**src/rtl/wct_pkg.sv**
```systemverilog
package wct_pkg;
   localparam int ADDR_W    = 3;
   localparam int N_EXT_CLK = 3;
   localparam int N_FLAG    = 5;

   localparam logic [ADDR_W-1:0] REG_CMD  = 3'd0;
   localparam logic [ADDR_W-1:0] REG_MODE = 3'd1;
   localparam logic [ADDR_W-1:0] REG_THA  = 3'd2;
   localparam logic [ADDR_W-1:0] REG_THB  = 3'd3;
   localparam logic [ADDR_W-1:0] REG_THC  = 3'd4;

   typedef enum logic [1:0] {
      ACT_NONE = 2'd0,
      ACT_SET  = 2'd1,
      ACT_CLR  = 2'd2,
      ACT_TGL  = 2'd3
   } act_e;

   // mode word, MSB first
   typedef struct packed {
      act_e       b_sw;
      act_e       b_ext;
      act_e       b_c;
      act_e       b_cmp;
      act_e       a_sw;
      act_e       a_ext;
      act_e       a_c;
      act_e       a_cmp;
      logic       trg_en;
      logic [1:0] ev_src;
      logic [1:0] ev_edge;
      logic       dis_c;
      logic       stop_c;
      logic [1:0] shape;
   } mode_t;

   localparam int MODE_W = $bits(mode_t);
endpackage

```
**src/rtl/wct_evt_sel.sv**
```systemverilog
module wct_evt_sel #(
   parameter int N_EXT = 3
) (
   input  logic clk,
   input  logic rst_n,
   input  logic in_b_i,
   input  logic [N_EXT-1:0] ext_i,
   input  logic [$clog2(N_EXT+1)-1:0] sel_i,
   input  logic [1:0] edge_i,
   output logic evt_o
);
   localparam int SEL_W = $clog2(N_EXT+1);

   if ((1 << SEL_W) != N_EXT + 1) begin : g_bad_cfg
      $error("wct_evt_sel: source count must fill the select field");
   end

   logic [N_EXT:0] srcs;
   logic           cur;
   logic           prev_q;

   assign srcs  = {ext_i, in_b_i};
   assign cur   = srcs[sel_i];
   assign evt_o = (edge_i[0] & cur & ~prev_q) | (edge_i[1] & ~cur & prev_q);

   always_ff @(posedge clk) begin
      if (!rst_n) prev_q <= 1'b0;
      else        prev_q <= cur;
   end

   // an event is only ever seen on a level change of the chosen line
   p_evt_change_r11: assert property (@(posedge clk) disable iff (!rst_n)
      evt_o |=> (prev_q != $past(prev_q)));
endmodule

```
**src/rtl/wct_counter.sv**
```systemverilog
module wct_counter #(
   parameter int CNT_W = 16
) (
   input  logic clk,
   input  logic rst_n,
   input  logic tick_i,
   input  logic trig_i,
   input  logic en_req_i,
   input  logic dis_req_i,
   input  logic [1:0] shape_i,
   input  logic stop_c_i,
   input  logic dis_c_i,
   input  logic [CNT_W-1:0] tha_i,
   input  logic [CNT_W-1:0] thb_i,
   input  logic [CNT_W-1:0] thc_i,
   output logic [CNT_W-1:0] cnt_o,
   output logic clk_on_o,
   output logic hit_a_o,
   output logic hit_b_o,
   output logic hit_c_o,
   output logic ovf_o
);
   if (CNT_W < 2) begin : g_bad_w
      $error("wct_counter: CNT_W must be at least 2");
   end

   localparam logic [CNT_W-1:0] CNT_MAX = '1;
   localparam logic [CNT_W-1:0] ONE     = {{(CNT_W-1){1'b0}}, 1'b1};

   logic             up_q, up_d, halt_q, adv, auto_c, updn;
   logic [CNT_W-1:0] top, cnt_d;

   assign auto_c  = shape_i[1];
   assign updn    = shape_i[0];
   assign top     = auto_c ? thc_i : CNT_MAX;
   assign adv     = tick_i & clk_on_o & ~halt_q & ~trig_i;
   assign hit_a_o = adv & (cnt_o == tha_i);
   assign hit_b_o = adv & (cnt_o == thb_i);
   assign hit_c_o = adv & (cnt_o == thc_i);
   assign ovf_o   = adv & (cnt_o == CNT_MAX) & ~(auto_c & (cnt_o == thc_i));

   always_comb begin
      cnt_d = cnt_o;
      up_d  = up_q;
      if (trig_i) begin
         cnt_d = '0;
         up_d  = 1'b1;
      end else if (adv) begin
         if (!updn) begin
            cnt_d = (auto_c && cnt_o == thc_i) ? '0 : cnt_o + ONE;
            up_d  = 1'b1;
         end else if (up_q) begin
            if (cnt_o >= top) begin
               up_d  = 1'b0;
               cnt_d = (top == '0) ? '0 : top - ONE;
            end else begin
               cnt_d = cnt_o + ONE;
            end
         end else begin
            if (cnt_o == '0) begin
               up_d  = 1'b1;
               cnt_d = (top == '0) ? '0 : ONE;
            end else begin
               cnt_d = cnt_o - ONE;
            end
         end
      end
   end

   always_ff @(posedge clk) begin
      if (!rst_n) begin
         cnt_o    <= '0;
         up_q     <= 1'b1;
         halt_q   <= 1'b0;
         clk_on_o <= 1'b0;
      end else begin
         cnt_o <= cnt_d;
         up_q  <= up_d;
         if (trig_i)                     halt_q <= 1'b0;
         else if (hit_c_o && stop_c_i)   halt_q <= 1'b1;
         if (dis_req_i || (hit_c_o && dis_c_i)) clk_on_o <= 1'b0;
         else if (en_req_i)                     clk_on_o <= 1'b1;
      end
   end

   p_trig_zero_r10: assert property (@(posedge clk) disable iff (!rst_n)
      trig_i |=> (cnt_o == '0));
   p_frozen_r2: assert property (@(posedge clk) disable iff (!rst_n)
      (!tick_i && !trig_i) |=> $stable(cnt_o));
   p_off_wins_r2: assert property (@(posedge clk) disable iff (!rst_n)
      dis_req_i |=> !clk_on_o);
   p_auto_wrap_r4: assert property (@(posedge clk) disable iff (!rst_n)
      (hit_c_o && shape_i == 2'b10) |=> (cnt_o == '0));
endmodule

```
**src/rtl/wct_out_ctl.sv**
```systemverilog
module wct_out_ctl
   import wct_pkg::*;
(
   input  logic clk,
   input  logic rst_n,
   input  logic ev_sw_i,
   input  logic ev_ext_i,
   input  logic ev_c_i,
   input  logic ev_cmp_i,
   input  act_e act_sw_i,
   input  act_e act_ext_i,
   input  act_e act_c_i,
   input  act_e act_cmp_i,
   output logic lvl_o
);
   act_e win;
   logic lvl_d;

   // later lines override earlier: lowest priority first
   always_comb begin
      win = ACT_NONE;
      if (ev_cmp_i && act_cmp_i != ACT_NONE) win = act_cmp_i;
      if (ev_c_i   && act_c_i   != ACT_NONE) win = act_c_i;
      if (ev_ext_i && act_ext_i != ACT_NONE) win = act_ext_i;
      if (ev_sw_i  && act_sw_i  != ACT_NONE) win = act_sw_i;
      case (win)
         ACT_SET: lvl_d = 1'b1;
         ACT_CLR: lvl_d = 1'b0;
         ACT_TGL: lvl_d = ~lvl_o;
         default: lvl_d = lvl_o;
      endcase
   end

   always_ff @(posedge clk) begin
      if (!rst_n) lvl_o <= 1'b0;
      else        lvl_o <= lvl_d;
   end

   p_sw_set_r8: assert property (@(posedge clk) disable iff (!rst_n)
      (ev_sw_i && act_sw_i == ACT_SET) |=> lvl_o);
   p_sw_clr_r8: assert property (@(posedge clk) disable iff (!rst_n)
      (ev_sw_i && act_sw_i == ACT_CLR) |=> !lvl_o);
   p_idle_r7: assert property (@(posedge clk) disable iff (!rst_n)
      (!ev_sw_i && !ev_ext_i && !ev_c_i && !ev_cmp_i) |=> $stable(lvl_o));
endmodule

```
**src/rtl/wave_cmp_timer.sv**
```systemverilog
module wave_cmp_timer
   import wct_pkg::*;
#(
   parameter int CNT_W = 16
) (
   input  logic clk,
   input  logic rst_n,
   input  logic wr_en_i,
   input  logic [ADDR_W-1:0] wr_addr_i,
   input  logic [MODE_W-1:0] wr_data_i,
   input  logic tick_i,
   input  logic [N_EXT_CLK-1:0] ext_clk_i,
   input  logic in_b_i,
   output logic [CNT_W-1:0] cnt_o,
   output logic clk_on_o,
   output logic out_a_o,
   output logic out_b_o,
   output logic [N_FLAG-1:0] flag_o
);
   if (CNT_W < 2 || CNT_W > MODE_W) begin : g_bad_w
      $error("wave_cmp_timer: CNT_W out of range for the write port");
   end

   mode_t            mode_q;
   logic [CNT_W-1:0] tha_q, thb_q, thc_q;
   logic             cmd_wr, en_req, dis_req, sw_trig, ext_evt, trig;
   logic             hit_a, hit_b, hit_c, ovf;
   logic [3:0]       fl_q;
   logic [1:0]       lvl, hit_cmp;
   act_e             act_sw [2];
   act_e             act_ext[2];
   act_e             act_c  [2];
   act_e             act_cmp[2];

   assign cmd_wr  = wr_en_i && (wr_addr_i == REG_CMD);
   assign en_req  = cmd_wr & wr_data_i[0];
   assign dis_req = cmd_wr & wr_data_i[1];
   assign sw_trig = cmd_wr & wr_data_i[2];
   assign trig    = sw_trig | (ext_evt & mode_q.trg_en);

   always_ff @(posedge clk) begin
      if (!rst_n) begin
         mode_q <= '0;
         tha_q  <= '0;
         thb_q  <= '0;
         thc_q  <= '0;
         fl_q   <= '0;
      end else begin
         fl_q <= {hit_c, hit_b, hit_a, ovf};
         if (wr_en_i) begin
            case (wr_addr_i)
               REG_MODE: mode_q <= mode_t'(wr_data_i);
               REG_THA:  tha_q  <= wr_data_i[CNT_W-1:0];
               REG_THB:  thb_q  <= wr_data_i[CNT_W-1:0];
               REG_THC:  thc_q  <= wr_data_i[CNT_W-1:0];
               default: ;
            endcase
         end
      end
   end

   wct_evt_sel #(.N_EXT(N_EXT_CLK)) u_evt (
      .clk(clk), .rst_n(rst_n), .in_b_i(in_b_i), .ext_i(ext_clk_i),
      .sel_i(mode_q.ev_src), .edge_i(mode_q.ev_edge), .evt_o(ext_evt)
   );

   wct_counter #(.CNT_W(CNT_W)) u_cnt (
      .clk(clk), .rst_n(rst_n), .tick_i(tick_i), .trig_i(trig),
      .en_req_i(en_req), .dis_req_i(dis_req), .shape_i(mode_q.shape),
      .stop_c_i(mode_q.stop_c), .dis_c_i(mode_q.dis_c),
      .tha_i(tha_q), .thb_i(thb_q), .thc_i(thc_q), .cnt_o(cnt_o),
      .clk_on_o(clk_on_o), .hit_a_o(hit_a), .hit_b_o(hit_b),
      .hit_c_o(hit_c), .ovf_o(ovf)
   );

   assign act_sw[0]  = mode_q.a_sw;   assign act_sw[1]  = mode_q.b_sw;
   assign act_ext[0] = mode_q.a_ext;  assign act_ext[1] = mode_q.b_ext;
   assign act_c[0]   = mode_q.a_c;    assign act_c[1]   = mode_q.b_c;
   assign act_cmp[0] = mode_q.a_cmp;  assign act_cmp[1] = mode_q.b_cmp;
   assign hit_cmp    = {hit_b, hit_a};

   for (genvar g = 0; g < 2; g++) begin : g_wave
      wct_out_ctl u_oc (
         .clk(clk), .rst_n(rst_n), .ev_sw_i(sw_trig), .ev_ext_i(ext_evt),
         .ev_c_i(hit_c), .ev_cmp_i(hit_cmp[g]), .act_sw_i(act_sw[g]),
         .act_ext_i(act_ext[g]), .act_c_i(act_c[g]),
         .act_cmp_i(act_cmp[g]), .lvl_o(lvl[g])
      );
   end

   assign out_a_o = lvl[0];
   assign out_b_o = lvl[1];
   assign flag_o  = {fl_q[3:1], 1'b0, fl_q[0]};

   p_on_cmd_r2: assert property (@(posedge clk) disable iff (!rst_n)
      (en_req && !dis_req && !(hit_c && mode_q.dis_c)) |=> clk_on_o);
   p_flag_pulse_r6: assert property (@(posedge clk) disable iff (!rst_n)
      (!tick_i) |=> (flag_o == '0));
endmodule

```
**config.mk**
```make
export PLATFORM = sky130hd
export DESIGN_NAME = wave_cmp_timer
export DESIGN_NICKNAME = d
export VERILOG_FILES = /design/src/rtl/wct_pkg.sv /design/src/rtl/wct_evt_sel.sv /design/src/rtl/wct_counter.sv /design/src/rtl/wct_out_ctl.sv /design/src/rtl/wave_cmp_timer.sv
export SDC_FILE = /design/constraint.sdc
export NUM_CORES = 1
export LEC_CHECK = 0
export BUFFER_PORTS_ARGS = -buffer_cell sky130_fd_sc_hd__buf_4
export CAP_MARGIN = 20
export CORE_MARGIN = 2
export CORE_UTILIZATION = 40
export DETAILED_ROUTE_END_ITERATION = 8
export GPL_TIMING_DRIVEN = 0
export PLACE_DENSITY = 0.62
export SYNTH_ARGS = -nofsm -noshare
export SYNTH_HDL_FRONTEND = slang
export SYNTH_HIERARCHICAL = 1
export SYNTH_SLANG_ARGS = --single-unit
```
**constraint.sdc**
```tcl
create_clock -name clk -period 5.4 [get_ports clk]
set_clock_uncertainty 0.1 [all_clocks]
set_input_delay 1.08 -clock clk [delete_from_list [all_inputs] [get_ports clk]]
set_output_delay 1.08 -clock clk [all_outputs]
set_load 0.01 [all_outputs]
```
==> run metrics, run 1 <==
grt total ovfl=0; Hold Buf Count CTS=0; CTS tree=built; routability-driven placement congestion ratio=0.9577; clock latency on the worst-skew pair=350 ps; fin worst setup slack=560.5 ps; slew margin rel.=0.2667; largest net degree at the start of global routing=19; Synth area leaders=dfxtp_1, mux2i_1, nand2_1, xor2_1, xnor2_1; CP Class=in2reg; Total Wirelength=21,120 um; Synth area leader=dfxtp_1; mapped cell area=6546 um^2; most common cell after layout, fill and taps aside=nand2_1; ys async rst share=0; Layout area overhead=15.31%; Initial DRC Count=557; crit share post-route=0.8962; non-filler instance count after layout=1,047; worst vdd ir=0.1722 mV; final hold violations=0; DRC Markers=0; fmax=0.2066 GHz; final design area excluding fillers=7548 um^2; ANT cells=0; Final Critical Period=4840 ps; syn avg cell area=8.648 um^2; Die Height=131.9 um; Worst R2R End=u_cnt/cnt_o[5]; clock transition at the registers of the reported paths=80 ps; status=finished, final reports clean; worst slew pin tran=1100 ps; syn_nets=812; initial antenna violation count=0; Comb pwr share=0.101; Crit path arrival time=4980 ps; Total Power=1.569 mW; Clk pwr share=0.417; core area=15,940 um^2; met1 Use GR=0.3169; CTS max path bufs=2; Antenna Nets Post-Route=0; Die W=131.9 um; grt met3 use=0.04306; Hold Path Depth=1; Max Slew Vio Count=0; CTS Buf Count=9; I/O Pins=60; vias=5,973; hpwl dp=16,010 um; Setup crit end kind=flip-flop; layout cell share with drive strength beyond 1=0.1576; clk root buf=clkbuf_16; cell row count=46; Buffers on Ports=58; Sw Ratio=0.2709; Int Power=1.144 mW; Post-synth EDFFs=0; CP startpoint kind=input pin; RSZ-0062 raised after global routing=false; register bit total from synthesis=99; Initial DRT Pass Iterations=5; Reg power frac=0.482; # clock sinks=99; Inst Count DP=1,031; TNS Setup=0 ps; PostCTS Resize Cnt=0; Syn Inst Count=757; Syn. warnings=6; Sw Pwr=0.4250 mW; grt peak-use layer=met2; htree depth=3; Yosys top cell area share=0.3028; Cell Pwr Density=207.8 nW/um^2; Setup WS pre-CTS=293.9 ps; Post-CTS Setup Bufs=0; global-route wire length before repair=32,390 um; hold_sp=mode_q[3]; Hold Crit Endpoint=u_cnt/clk_on_o; R2R Path Start=mode_q[1]; MaxCap Viol Count=0; most frequent cells in the layout=nand2_1, dfxtp_1, mux2i_1, buf_4, xor2_1; worst r2r path cells=11; die area=17,410 um^2; post-synth cell types=87; worst hold path type=reg2reg; post-synthesis sequential area ratio=0.3028; Post-DP Area=7252 um^2; Final #Nets=881; Total Routing Usage GR=0.2397; via/cell ratio=5.705; number of global-route vias before repair=5,581; Initial Utilization=0.4106; Routed wire per std cell=20.18 um; Worst Path Required=5540 ps; final setup vio count=0; Main synth FF type=dfxtp_1; M2 GR Usage=0.3764; Fillers=1,591; R2R Setup Slk=600 ps; crit path max fanout=10; Leakage=3.287 nW
==> per-layer routing <==
| metal | wire, um | vias up | part of all wire |
|---|---|---|---|
| met4 | 996 | 0 | 0.047 |
| met1 | 9402 | 2790 | 0.45 |
| met3 | 1239 | 54 | 0.059 |
| li1 | - | 2844 | - |
| met2 | 9484 | 285 | 0.45 |
| met5 | 0 | - | 0 |
==> critical path, cell delays in order <==
cell and delay [ps]:
buf_4 100, mux4_2 480, mux2i_1 550, a22o_1 350, nand4bb_1 410, clkbuf_1 490, clkbuf_1 570, nor3_1 220
a21oi_1 190, a221o_1 140, a31oi_1 50, o311a_1 350
==> power groups by stage <==
stage / logic (mW) / clock network [mW] / registers [mW]
finish: 0.158 / 0.655 / 0.756
global placement: 0.156 / 0 / 0.773
floorplan: 0.0959 / 0 / 0.769
CTS: 0.157 / 0.667 / 0.756
detailed placement: 0.156 / 0 / 0.773
global route: 0.169 / 0.697 / 0.758
==> cells in the mapped netlist, types with 4 or more instances <==
library cell / instances
nor2b_1: 18
inv_1: 12
or3_1: 7
clkbuf_1: 20
o211ai_1: 4
and2_1: 12
dfxtp_1: 99
nand2b_1: 8
ha_1: 19
nand2_1: 126
nand3_1: 14
xor2_1: 37
nor2_1: 34
a21o_1: 6
a22oi_1: 6
buf_6: 7
nor3_1: 19
a211o_1: 5
a221oi_1: 6
o21ai_1: 6
nor4_1: 11
a211oi_1: 9
xnor2_1: 33
buf_2: 17
nand4_1: 12
mux2i_1: 74
o21ai_0: 9
a31oi_1: 11
nand4b_1: 4
a21oi_1: 19
==> how the worst max path moves through the flow <==
stage | start | endpoint | slack [ps] | cells after the start
3_3_place_gp | ext_clk_i[2] | g_wave[0].u_oc/lvl_o | 250 | 12
2_1_floorplan | ext_clk_i[2] | g_wave[0].u_oc/lvl_o | 1530 | 11
4_1_cts | ext_clk_i[2] | g_wave[1].u_oc/lvl_o | 660 | 12
6_report | ext_clk_i[2] | g_wave[1].u_oc/lvl_o | 560 | 12
3_5_place_dp | ext_clk_i[2] | g_wave[0].u_oc/lvl_o | 290 | 12
5_1_grt | mode_q[1] | u_cnt/cnt_o[5] | 340 | 11
==> logic make-up after synthesis <==
kind of cell | after synthesis | share of synthesized area
other | 1 | 0.0005728
flip-flops | 99 | 0.3028
multiplexers | 77 | 0.1200
AO/OA/AOI/OAI | 118 | 0.1359
XOR/XNOR | 70 | 0.09365
buffers and inverters | 64 | 0.05638
adder cells (fa/ha/maj) | 19 | 0.03632
AND/OR/NAND/NOR | 309 | 0.2544
==> state kept, by name, summed over array words and instances (netlist names) <==
name               count
tha_q                 16
thb_q                 16
thc_q                 16
u_cnt/cnt_o           16
mode_q                 9
act_c                  4
act_cmp                4
act_ext                4
act_sw                 4
fl_q                   4
g_wave.u_oc/lvl_o      2
u_cnt/clk_on_o         1
u_cnt/halt_q           1
u_cnt/up_q             1
u_evt/prev_q           1
==> through the flow <==
step                  util  hold WS, ps
floorplan                -        305.9
global placement    0.4549        327.9
detailed placement  0.4549        329.8
CTS                 0.4735        340.7
global route        0.4735        347.4
finish              0.4735        343.5
==> area by class of cell <==
class	instances	area, um^2	share of cell area
Multi-Input combinational cell	594	4195	0.5558
Sequential cell	99	1982	0.2626
Buffer	52	324.1	0.04293
Inverter	12	45.04	0.005967
Clock buffer	10	239.0	0.03166
Timing Repair Buffer	58	435.4	0.05768
Tap cell	216	270.3	0.03580
Clock inverter	6	57.56	0.007625
(Power assumes the default switching activity.)
==> run 2, diff against run 1 <==
CTS_BUF_LIST = sky130_fd_sc_hd__clkbuf_4 sky130_fd_sc_hd__clkbuf_8   (was not set)
==> run 2 against run 1 <==
Cell area shrank 1.3%. Clock power is 25% lower. Setup slack better by 54 ps. Power fell by 10%. Die area is the same. Largest cell class unchanged.
==> run metrics, run 2 (same netlist as run 1, synthesis figures left out) <==
status=finished, final reports clean; CTS Buf Count=9; crit share post-route=0.8862; Setup crit end kind=flip-flop; Layout area overhead=13.76%; number of global-route vias before repair=5,583; Routed wire per std cell=20.09 um; Post-CTS Setup Bufs=0; WHS=352.1 ps; Initial DRC Count=550; Final #Nets=881; most common cell after layout, fill and taps aside=nand2_1; clock latency on the worst-skew pair=390 ps; CTS tree=built; CTS max path bufs=2; Crit path arrival time=4980 ps; CP startpoint kind=input pin; routability-driven placement congestion ratio=0.9577; Post-DP Area=7252 um^2; Leakage=3.241 nW; # clock sinks=99; Total Power=1.409 mW; final setup vio count=0; Total Wirelength=21,030 um; final hold violations=0; ANT cells=0; htree depth=3; fmax=0.2090 GHz; Die W=131.9 um; global-route wire length before repair=32,250 um; via/cell ratio=5.717; worst hold path type=reg2reg; largest net degree at the start of global routing=19; initial antenna violation count=0; Hold Buf Count CTS=0; most frequent cells in the layout=nand2_1, dfxtp_1, mux2i_1, buf_4, xor2_1; Setup WS pre-CTS=293.9 ps; Cell Pwr Density=189.2 nW/um^2; Die Height=131.9 um; slew margin rel.=0.2948; grt total ovfl=0; R2R Setup Slk=640 ps; I/O Pins=60; vias=5,986; crit path max fanout=10; Initial Utilization=0.4106; cell row count=46; worst slew pin tran=1058 ps; worst vdd ir=0.1361 mV; final design area excluding fillers=7447 um^2; Buffers on Ports=58; final core utilization=0.4671; CP Class=in2reg; clock transition at the registers of the reported paths=110 ps; Worst Path Required=5590 ps; Initial DRT Pass Iterations=7; Inst Count DP=1,031; layout cell share with drive strength beyond 1=0.1576; die area=17,410 um^2; DRC Markers=0; core area=15,940 um^2; Max Slew Vio Count=0; PostCTS Resize Cnt=0; Total Routing Usage GR=0.2391; Antenna Nets Post-Route=0; clk root buf=clkbuf_8; fin worst setup slack=614.6 ps; TNS Setup=0 ps; hpwl dp=16,010 um; Final Critical Period=4785 ps; MaxCap Viol Count=0; non-filler instance count after layout=1,047; RSZ-0062 raised after global routing=false
==> run 2: changes by cell type in the layout (fill, tap and decap cells not counted) <==
cell       previous run  this run
clkbuf_16             9         0
clkbuf_8              1        10
==> run 2: power breakdown <==
part | total (mW) | internal [mW] | switching [mW] | leakage (nW)
combinational | 0.158 | 0.0655 | 0.0925 | 2.34
sequential | 0.756 | 0.743 | 0.0133 | 0.800
clock | 0.494 | 0.190 | 0.304 | 0.0980
==> run 2: path summary, 6_finish.rpt <==
| path | from | cells past startpoint | end |
|---|---|---|---|
| worst max-delay path | ext_clk_i[2] | 12 | g_wave[0].u_oc/lvl_o |
| worst min-delay path | mode_q[3] | 1 | u_cnt/clk_on_o |
| worst max register to register | mode_q[1] | 11 | u_cnt/cnt_o[6] |
| worst min register to register | mode_q[3] | 1 | u_cnt/clk_on_o |
==> run 2: layout make-up <==
class	count	area (um^2)
fill	1604	8496
multi-input combinational	594	4195
sequential	99	1982
timing repair buffer	58	435.4
buffer	52	324.1
tap	216	270.3
clock buffer	10	137.6
clock inverter	6	57.56
inverter	12	45.04
==> run 2: critical path, cell delays in order <==
cell	delay, ps
buf_4	100
mux4_2	480
mux2i_1	570
a22o_1	340
nand4bb_1	400
clkbuf_1	500
clkbuf_1	570
nor3_1	230
a21oi_1	180
a221o_1	120
a31oi_1	50
o311a_1	340
==> run 2: per-layer routing <==
metal  vias up  GRT usage  routed length [um]  share of wire
met4         0     0.1268                1129          0.054
li1       2845          -                   -              -
met5         -          0                   0              0
met3        74    0.04498                1407          0.067
met1      2785     0.3145                9231           0.44
met2       282     0.3715                9264           0.44
